## config.mk

```make
export PLATFORM = sky130hd
export DESIGN_NAME = chop_ctrl
export DESIGN_NICKNAME = d
export VERILOG_FILES = /design/src/rtl/chop_pkg.sv /design/src/rtl/chop_period_ctl.sv /design/src/rtl/chop_timer.sv /design/src/rtl/chop_phase_fsm.sv /design/src/rtl/chop_ctrl.sv
export SDC_FILE = /design/constraint.sdc
export NUM_CORES = 1
export LEC_CHECK = 0
export BUFFER_PORTS_ARGS = -buffer_cell sky130_fd_sc_hd__buf_2
export CORE_MARGIN = 3
export CORE_UTILIZATION = 25
export CTS_CLUSTER_SIZE = 20
export DETAILED_ROUTE_END_ITERATION = 12
export HOLD_SLACK_MARGIN = 0.02
export PLACE_DENSITY_LB_ADDON = 0.25
export SLEW_MARGIN = 10
export SYNTH_ARGS = -nofsm -noshare
export SYNTH_HDL_FRONTEND = slang
export SYNTH_HIERARCHICAL = 1
export SYNTH_SLANG_ARGS = --single-unit
```

## constraint.sdc

```tcl
create_clock -name clk -period 5.55 [get_ports clk]
set_input_delay 0.2775 -clock clk [delete_from_list [all_inputs] [get_ports clk]]
set_output_delay 0.2775 -clock clk [all_outputs]
set_load 0.02 [all_outputs]
```

## src/rtl/chop_pkg.sv

```systemverilog
`timescale 1ns/1ps
package chop_pkg;

  localparam int TICKS_PER_PERIOD = 4;
  localparam int TICK_W           = $clog2(TICKS_PER_PERIOD);

  typedef enum logic [1:0] {
    MODE_OFF    = 2'b00,
    MODE_CHARGE = 2'b01,
    MODE_SLOW   = 2'b10,
    MODE_FAST   = 2'b11
  } bridge_mode_t;

  // commands from the period controller to the timer datapath
  typedef struct packed {
    logic clear;
    logic restart;
    logic advance;
  } timer_cmd_t;

  // shared timing strobes fanned out to every phase
  typedef struct packed {
    logic run;
    logic periodStart;
    logic checkEnd;
    logic fastZone;
    logic fullFast;
  } phase_strobe_t;

  // tick index at which fast decay begins; TICKS_PER_PERIOD means never
  function automatic logic [TICK_W:0] fastStartTick(input logic [1:0] sel);
    case (sel)
      2'b01:   return (TICK_W+1)'(TICKS_PER_PERIOD - 1);
      2'b10:   return (TICK_W+1)'(TICKS_PER_PERIOD - 2);
      2'b11:   return '0;
      default: return (TICK_W+1)'(TICKS_PER_PERIOD);
    endcase
  endfunction

endpackage

```

## src/rtl/chop_period_ctl.sv

```systemverilog
`timescale 1ns/1ps
module chop_period_ctl
  import chop_pkg::*;
(
  input  logic       clk,
  input  logic       rst_n,
  input  logic       run,
  input  logic       oscTick,
  input  logic       stepPulse,
  input  logic       lastTick,
  output timer_cmd_t cmd,
  output logic       periodStart
);

  logic runQ;
  logic startup;
  logic restart;

  always_ff @(posedge clk or negedge rst_n) begin
    if (!rst_n) runQ <= 1'b0;
    else        runQ <= run;
  end

  // first enabled clock, a step, or the wrap after the final tick
  assign startup = run & ~runQ;
  assign restart = run & (stepPulse | startup | (oscTick & lastTick));

  always_comb begin
    cmd.clear   = ~run;
    cmd.restart = restart;
    cmd.advance = run & oscTick & ~restart;
  end

  assign periodStart = restart;

endmodule

```

## src/rtl/chop_timer.sv

```systemverilog
`timescale 1ns/1ps
module chop_timer
  import chop_pkg::*;
#(
  parameter int CHECK_CYCLES = 3
) (
  input  logic       clk,
  input  logic       rst_n,
  input  timer_cmd_t cmd,
  input  logic [1:0] decaySel,
  output logic       lastTick,
  output logic       checkEnd,
  output logic       fastZone,
  output logic       fullFast
);

  localparam int CHK_W = $clog2(CHECK_CYCLES + 1);
  localparam logic [TICK_W-1:0] LAST_IDX = TICK_W'(TICKS_PER_PERIOD - 1);

  logic [TICK_W-1:0] tickCnt;
  logic [CHK_W-1:0]  checkCnt;

  always_ff @(posedge clk or negedge rst_n) begin
    if (!rst_n) begin
      tickCnt <= '0;
    end else if (cmd.clear || cmd.restart) begin
      tickCnt <= '0;
    end else if (cmd.advance) begin
      tickCnt <= (tickCnt == LAST_IDX) ? '0 : tickCnt + 1'b1;
    end
  end

  always_ff @(posedge clk or negedge rst_n) begin
    if (!rst_n) begin
      checkCnt <= '0;
    end else if (cmd.clear) begin
      checkCnt <= '0;
    end else if (cmd.restart) begin
      checkCnt <= CHK_W'(CHECK_CYCLES);
    end else if (checkCnt != '0) begin
      checkCnt <= checkCnt - 1'b1;
    end
  end

  assign lastTick = (tickCnt == LAST_IDX);
  assign checkEnd = (checkCnt == CHK_W'(1));
  assign fastZone = ({1'b0, tickCnt} >= fastStartTick(decaySel));
  assign fullFast = (decaySel == 2'b11);

endmodule

```

## src/rtl/chop_phase_fsm.sv

```systemverilog
`timescale 1ns/1ps
module chop_phase_fsm
  import chop_pkg::*;
(
  input  logic          clk,
  input  logic          rst_n,
  input  phase_strobe_t stb,
  input  logic          atSetpoint,
  output bridge_mode_t  mode
);

  typedef enum logic [2:0] {
    ST_IDLE,
    ST_CHECK,
    ST_CHARGE,
    ST_SLOW,
    ST_FAST
  } phase_state_t;

  phase_state_t state;
  phase_state_t stateNext;
  logic         seenHigh;
  logic         aboveNow;

  assign aboveNow = seenHigh | atSetpoint;

  always_comb begin
    stateNext = state;
    if (!stb.run) begin
      stateNext = ST_IDLE;
    end else if (stb.periodStart) begin
      stateNext = ST_CHECK;
    end else begin
      case (state)
        ST_CHECK: begin
          if (stb.checkEnd) begin
            if (stb.fullFast)      stateNext = aboveNow ? ST_FAST : ST_CHARGE;
            else if (stb.fastZone) stateNext = ST_FAST;
            else                   stateNext = aboveNow ? ST_SLOW : ST_CHARGE;
          end
        end
        ST_CHARGE: begin
          if (atSetpoint)
            stateNext = (stb.fullFast || stb.fastZone) ? ST_FAST : ST_SLOW;
          else if (stb.fastZone && !stb.fullFast)
            stateNext = ST_FAST;
        end
        ST_SLOW: begin
          if (stb.fastZone) stateNext = ST_FAST;
        end
        ST_FAST: stateNext = ST_FAST;
        default: stateNext = ST_IDLE;
      endcase
    end
  end

  always_ff @(posedge clk or negedge rst_n) begin
    if (!rst_n) state <= ST_IDLE;
    else        state <= stateNext;
  end

  // comparator memory across the check window
  always_ff @(posedge clk or negedge rst_n) begin
    if (!rst_n)                            seenHigh <= 1'b0;
    else if (!stb.run || stb.periodStart)  seenHigh <= 1'b0;
    else if (state == ST_CHECK && atSetpoint) seenHigh <= 1'b1;
  end

  always_comb begin
    case (state)
      ST_CHECK, ST_CHARGE: mode = MODE_CHARGE;
      ST_SLOW:             mode = MODE_SLOW;
      ST_FAST:             mode = MODE_FAST;
      default:             mode = MODE_OFF;
    endcase
  end

endmodule

```

## src/rtl/chop_ctrl.sv

```systemverilog
`timescale 1ns/1ps
module chop_ctrl
  import chop_pkg::*;
#(
  parameter int NUM_PHASES   = 2,
  parameter int CHECK_CYCLES = 3
) (
  input  logic                    clk,
  input  logic                    rst_n,
  input  logic                    enable,
  input  logic                    fault,
  input  logic                    oscTick,
  input  logic                    stepPulse,
  input  logic [1:0]              decaySel,
  input  logic [NUM_PHASES-1:0]   atSetpoint,
  output logic [2*NUM_PHASES-1:0] bridgeMode
);

  logic          run;
  logic          lastTick;
  logic          periodStart;
  logic          checkEnd;
  logic          fastZone;
  logic          fullFast;
  timer_cmd_t    timerCmd;
  phase_strobe_t phaseStb;
  bridge_mode_t  phaseMode [NUM_PHASES];

  assign run = enable & ~fault;

  chop_period_ctl u_ctl (
    .clk         (clk),
    .rst_n       (rst_n),
    .run         (run),
    .oscTick     (oscTick),
    .stepPulse   (stepPulse),
    .lastTick    (lastTick),
    .cmd         (timerCmd),
    .periodStart (periodStart)
  );

  chop_timer #(.CHECK_CYCLES(CHECK_CYCLES)) u_timer (
    .clk      (clk),
    .rst_n    (rst_n),
    .cmd      (timerCmd),
    .decaySel (decaySel),
    .lastTick (lastTick),
    .checkEnd (checkEnd),
    .fastZone (fastZone),
    .fullFast (fullFast)
  );

  always_comb begin
    phaseStb.run         = run;
    phaseStb.periodStart = periodStart;
    phaseStb.checkEnd    = checkEnd;
    phaseStb.fastZone    = fastZone;
    phaseStb.fullFast    = fullFast;
  end

  for (genvar g = 0; g < NUM_PHASES; g++) begin : g_phase
    chop_phase_fsm u_fsm (
      .clk        (clk),
      .rst_n      (rst_n),
      .stb        (phaseStb),
      .atSetpoint (atSetpoint[g]),
      .mode       (phaseMode[g])
    );
    assign bridgeMode[2*g +: 2] = phaseMode[g];
  end

endmodule

```

* After elaboration in Yosys (flattened, before gate mapping)
Index checks and enable logic that the tools add are counted.
W data, S select, Z words.
** Storage, ports and cells
- Flip-flop bits (word level) :: 13
- Input bits :: 10
- Word-level logic and storage cells :: 94
** Cells by class
- Add/subtract/negate cells :: 2
- Order comparisons :: 1
- Equal/unequal tests :: 20
- Muxes and demuxes :: 34
- Bitwise operators :: 14
- Reduce and logical (&&, ||, !) cells :: 16
** Operator list (number)
- $mux W3 :: 17
- $pmux W3 S4 :: 2
- $ne A4 B4 Y1 const B :: 4
- $eq A3 B2 Y1 const B :: 4
- $mux W2 :: 6
- $pmux W2 S3 :: 2
- $pmux W3 S3 :: 1
- $reduce_bool A2 Y1 :: 4
- $and A1 B1 Y1 :: 6
- $eq A2 B2 Y1 const B :: 3
- $eq A3 B1 Y1 const B :: 2
- $eq A3 B3 Y1 const B :: 2
- $mux W1 :: 6
- $reduce_and A3 Y1 :: 2
- $ne A5 B4 Y1 const B :: 1
- $ne A5 B5 Y1 const B :: 1
- $eq A2 B1 Y1 const B :: 2
- $not A1 Y1 :: 4
- $or A1 B1 Y1 :: 4
- $reduce_or A2 Y1 :: 2
- $ge A2 B3 Y1 :: 1
- $logic_and A1 B1 Y1 :: 3
- $logic_or A1 B1 Y1 :: 3
- $ne A3 B2 Y1 const B :: 1
- 3 further kinds :: 4

* Depth between registers and ports, before layout
- Depth after elaboration :: 10
- Depth in mapped cells :: 10
- Depth with buffers taken out :: 10

* Hierarchy
The synthesis kept the hierarchy.
** Modules (own cells, without submodules)
- chop_phase_fsm :: times used 2, cells an instance 39, area an instance 346.6 µm²
- chop_timer :: times used 1, cells an instance 31, area an instance 307.8 µm²
- chop_period_ctl :: times used 1, cells an instance 7, area an instance 68.8 µm²
- chop_ctrl :: times used 1, cells an instance 1, area an instance 13.8 µm²

* Worst setup path after synthesis
OpenSTA, ideal clock, no wires.
- Path type :: in2reg
- Start :: input port decaySel[1]
- End :: register g_phase[0].u_fsm.state[2]
- Setup time :: 126 ps
- Arrival time :: 1867 ps
- Path slack :: 3557 ps
- Stages :: 10
- Path buffers :: 0
- Path through :: inv_1 > ha_1 > ha_1 > nand2b_1 > a21oi_1 > nor2_1 > nor2_1 > a21oi_1 > o21a_1 > o311a_1
** Between the ends
- Longest elaborated chain between the ends :: 9
- Elaborated cells on any way between the ends :: 19
- Classes of those cells :: order compare (1); eq/ne (5); mux (9); reduce/logical (4)
** Ends and longest elaborated chain
- from (decl) :: RTL line chop_ctrl.sv:14 : input logic [1:0] decaySel,
- $eq A2 B2 Y1 or $eq A2 B1 Y1 (tied branches) :: RTL line chop_pkg.sv:32 : case (sel)
- $pmux W3 S3 * :: RTL line chop_pkg.sv:32
- $ge A2 B3 Y1 * :: RTL line chop_timer.sv:47 : assign fastZone = ({1'b0, tickCnt} >= fastStartTick(decaySel));
- net fastZone :: RTL line chop_ctrl.sv:23 : logic fastZone;
- $mux W3 or $logic_or A1 B1 Y1 (tied branches) :: RTL line chop_phase_fsm.sv:38, chop_phase_fsm.sv:44
- $mux W3, on equally long branches :: RTL line chop_phase_fsm.sv:37, chop_phase_fsm.sv:44
- $mux W3, on equally long branches :: RTL line chop_phase_fsm.sv:36, chop_phase_fsm.sv:43
- $pmux W3 S4 :: RTL line chop_phase_fsm.sv:34 : case (state)
- $mux W3 :: RTL line chop_phase_fsm.sv:31 : end else if (stb.periodStart) begin
- $mux W3 :: RTL line chop_phase_fsm.sv:29 : if (!stb.run) begin
- to (signal assigned) :: RTL line chop_phase_fsm.sv:59 : else state <= stateNext;
- to (decl) :: RTL line chop_phase_fsm.sv:20 : phase_state_t state;
The timed path passes the listed nets; every way through them passes the cells marked *. The select of a mux whose other input is x is not followed.
A chain may end at the register's enable or synchronous reset.

* Final worst setup path
- Start :: register u_timer.tickCnt[0]
- End :: register g_phase[1].u_fsm.state[2]
** Between the ends
- Longest elaborated chain between the ends :: 7
- Elaborated cells on any way between the ends :: 19
- Classes of those cells :: order compare (1); eq/ne (4); mux (8); bitwise (3); reduce/logical (3)
** Ends and longest elaborated chain
- from (decl) :: RTL line chop_timer.sv:20 : logic [TICK_W-1:0] tickCnt;
- from (signal assigned) :: RTL line chop_timer.sv:29 : tickCnt <= (tickCnt == LAST_IDX) ? '0 : tickCnt + 1'b1;
- $ge A2 B3 Y1 * :: RTL line chop_timer.sv:47
- net fastZone :: RTL line chop_ctrl.sv:23
- $mux W3 or $logic_or A1 B1 Y1 (tied branches) :: RTL line chop_phase_fsm.sv:38, chop_phase_fsm.sv:44
- $mux W3, on equally long branches :: RTL line chop_phase_fsm.sv:37, chop_phase_fsm.sv:44
- $mux W3, on equally long branches :: RTL line chop_phase_fsm.sv:36, chop_phase_fsm.sv:43
- $pmux W3 S4 :: RTL line chop_phase_fsm.sv:34
- $mux W3 :: RTL line chop_phase_fsm.sv:31
- $mux W3 :: RTL line chop_phase_fsm.sv:29
- to (signal assigned) :: RTL line chop_phase_fsm.sv:59
- to (decl) :: RTL line chop_phase_fsm.sv:20
Marked as above.

==> flow_summary.toml <==
[critical_path]
arrival_ps = 2290
r2r-end = "g_phase[1].u_fsm/state[2]$_DFFE_PN0P_"
required_ps = 5680
crit_type = "flip-flop to flip-flop"
startpoint_type = "flip-flop"
critPathMaxFanout = 6
rr_startpoint = "u_timer/tickCnt[0]$_DFFE_PN0P_"
rrSetupSlack_ps = 3390
crit_start = "u_timer/tickCnt[0]$_DFFE_PN0P_"
reg2reg_depth = 9
cp-end-kind = "flip-flop"

[grt]
grt-ovfl-total = 0
antenna_found_initial = 0
track_usage_pct = 9.35
grt_max_degree = 14
grt_pass1_vias = 833
grt_pass1_wl_mm = 3.77

[sta]
finalHoldViolations = 0
fin_crit_sh_pct = 39.0
setup_violations = 0
max_freq_mhz = 462
hold_slack_ps = 256
relSlewSlack_pct = 48.9
fin_skew_ps = 4.47
period_needed_ps = 2160
tns_ps = 0
setup_slack_ps = 3390
worst_pin_slew_ps = 766
rsz0062_at_grt = "no"
drv_slew = 0

[routing]
routed.top_layer = "met4"
met3WireLength_um = 150
via_count = 903
ant_nets = 0
finalWirelength_mm = 2.32
wl_met2_mm = 1.08
viasPerCell = 4.96
wl_met1_mm = 1.06
drt-initial-drc-count = 53
wl_per_cell_um = 12.7
first_pass_iters = 4
drc_errors = 0

[power]
comb_power_share_pct = 19.5
swShare_pct = 27.9
power_frac_seq_pct = 43.0
ir_drop_mv = 0.105
clkPwrFrac_pct = 37.6
power_leakage_nw = 0.580
p_int_mw = 0.166
power_density_nw_per_um2 = 187
power_switching_mw = 0.0643

[final_layout]
area_delta_synth_final_pct = 14.1
drive_above_1_share_pct = 19.7
multi_input_area_um2 = 679
n_antenna_cell = 0
utilization_pct = 30.3
regArea_um2 = 325
fillers = 460
finish.net_count = 151

[clock_network]
clockBufferDepth = 2
cts_tree = "yes"
cts_resized = 0
cts_sinks = 13
path_clk_slew_ps = 60
cts_max_level = 1
cts_root_buf = "clkbuf_8"
clk_latency_ps = 250
cts_made_buffers = 3

[floorplanning]
dieArea_um2 = 5160
fp.dieW_um = 71.8
start_util_pct = 26.5
core_area_um2 = 4090
rows = 23
fp.dieH_um = 71.8
ios = 14

[synthesis]
ys_ff_latch = 13
syn-num-nets = 135
synth_cells = 117
synth_enable_flop_cells = 0
yosys_most_used_dff = "dfrtp_1"
yosysWarnings = 6
yosysUniqueCellTypes = 30
synth-seq-area-share_pct = 30.0
async_flop_share_pct = 100
synth.avg_cell_area_um2 = 9.26
syn-cell-area_um2 = 1080

[worst_hold_path]
hold_depth = 2
min_to = "u_ctl/runQ$_DFF_PN0_"
min_path_type = "input pin to flip-flop"
min-delay-start = "fault"

[status]
status = "complete, no violations"

[run]
drv_cap = 0

[placement]
dp_hpwl_mm = 1.78
io_buffers = 13
place.gp.congestion = 0.868
pre_cts_ws_ps = 3250
==> cell usage in the layout (no fill, tap or decap) <==
cell type,netlist,routed
inv_1,13,13
dfrtp_1,13,13
buf_2,0,13
nor2_1,12,12
ha_1,8,8
nand2_1,7,7
nor2b_1,6,6
a21oi_1,6,6
nand2b_1,5,5
nor2b_4,4,4
o21a_1,4,4
clkbuf_8,0,3
xnor2_1,3,3
mux2i_1,3,3
and3_1,2,2
o21bai_1,2,2
a21o_2,2,2
o21ai_0,2,2
a2111oi_4,2,2
a21oi_2,2,2
o311a_1,2,2
a31oi_1,2,2
nand3_1,2,2
o31ai_1,2,2
a41o_1,2,2
o32a_1,2,2
o22ai_1,2,2
nor3_1,2,2
clkbuf_1,0,1
dlygate4sd3_1,0,1
and4b_1,1,1
o21ba_1,1,1
==> layout make-up <==
| cell class | instances | share of cell area (%) |
|---|---|---|
| multi-input cells | 88 | 55.0 |
| clock buffers | 4 | 3.64 |
| repair buffers | 14 | 6.07 |
| well taps | 50 | 5.06 |
| flip-flops and latches | 13 | 26.3 |
| inverters | 13 | 3.95 |
==> synthesized netlist by cell type, types with 3 or more instances <==
cell | instances | area [um2]
a21oi_1 | 6 | 30.0
dfrtp_1 | 13 | 325
ha_1 | 8 | 100
inv_1 | 13 | 48.8
mux2i_1 | 3 | 30.0
nand2_1 | 7 | 26.3
nand2b_1 | 5 | 31.3
nor2_1 | 12 | 45.0
nor2b_1 | 6 | 37.5
nor2b_4 | 4 | 55.1
o21a_1 | 4 | 30.0
xnor2_1 | 3 | 26.3
==> layer usage <==
layer | track usage (%) | up-vias
met5 | 0 | -
met2 | 14.7 | 27
met1 | 11.8 | 433
li1 | - | 439
met4 | 3.76 | 0
met3 | 3.09 | 4
==> through the flow <==
step                      power (mW)  area [um2]  instances
after floorplan                0.132        1080        117
after global placement         0.144        1180        177
after detailed placement       0.145        1180        177
after CTS                      0.237        1240        182
after global routing           0.246        1240        182
final                          0.231        1240        182
==> cell families (layout without fill, tap and decap cells) <==
family	Yosys count	after routing	share of synthesized area, %
simple gates	41	41	21.9
compound gates	33	33	26.3
buf+inv	16	31	7.28
flops	13	13	30.0
fa+ha+maj	8	8	9.24
xor+xnor	3	3	2.43
mux	3	3	2.77
==> critical path, cell delays in order, from the launching register on <==
cell and delay, ps:
dfrtp_1 390, inv_1 70, ha_1 280, nand2b_1 140, a21oi_1 130, nor2_1 150, nor2_1 280, a21oi_1 100
o21a_1 180, o311a_1 330
==> power by group through the flow <==
stage / registers (mW) / clock network, mW / logic [mW]
after global routing: 0.0992 / 0.0966 / 0.0499
after global placement: 0.101 / 0 / 0.0433
after CTS: 0.0990 / 0.0930 / 0.0453
after floorplan: 0.100 / 0 / 0.0314
after detailed placement: 0.101 / 0 / 0.0445
final: 0.0991 / 0.0866 / 0.0449
==> flip-flops by register name, indices dropped and copies added (netlist names) <==
| register | flops |
|---|---|
| g_phase.u_fsm/seenHigh | 2 |
| g_phase.u_fsm/state | 6 |
| u_ctl/runQ | 1 |
| u_timer/checkCnt | 2 |
| u_timer/tickCnt | 2 |
==> timing repair <==
action                                 CTS  global route
hold buffers                             1             0
setup buffers                            0             0
endpoints found under the hold margin   13             0
==> worst max path at each step <==
stage                                                  to  slack [ps]  depth (start not counted)
global route        g_phase[1].u_fsm/state[2]$_DFFE_PN0P_        3270                          9
floorplan           g_phase[0].u_fsm/state[2]$_DFFE_PN0P_        3560                         10
detailed placement  g_phase[1].u_fsm/state[2]$_DFFE_PN0P_        3250                         11
finish              g_phase[1].u_fsm/state[2]$_DFFE_PN0P_        3390                          9
global placement    g_phase[1].u_fsm/state[2]$_DFFE_PN0P_        3270                         11
CTS                 g_phase[1].u_fsm/state[2]$_DFFE_PN0P_        3380                          9
Note: power is estimated with default switching activity, not from simulation.
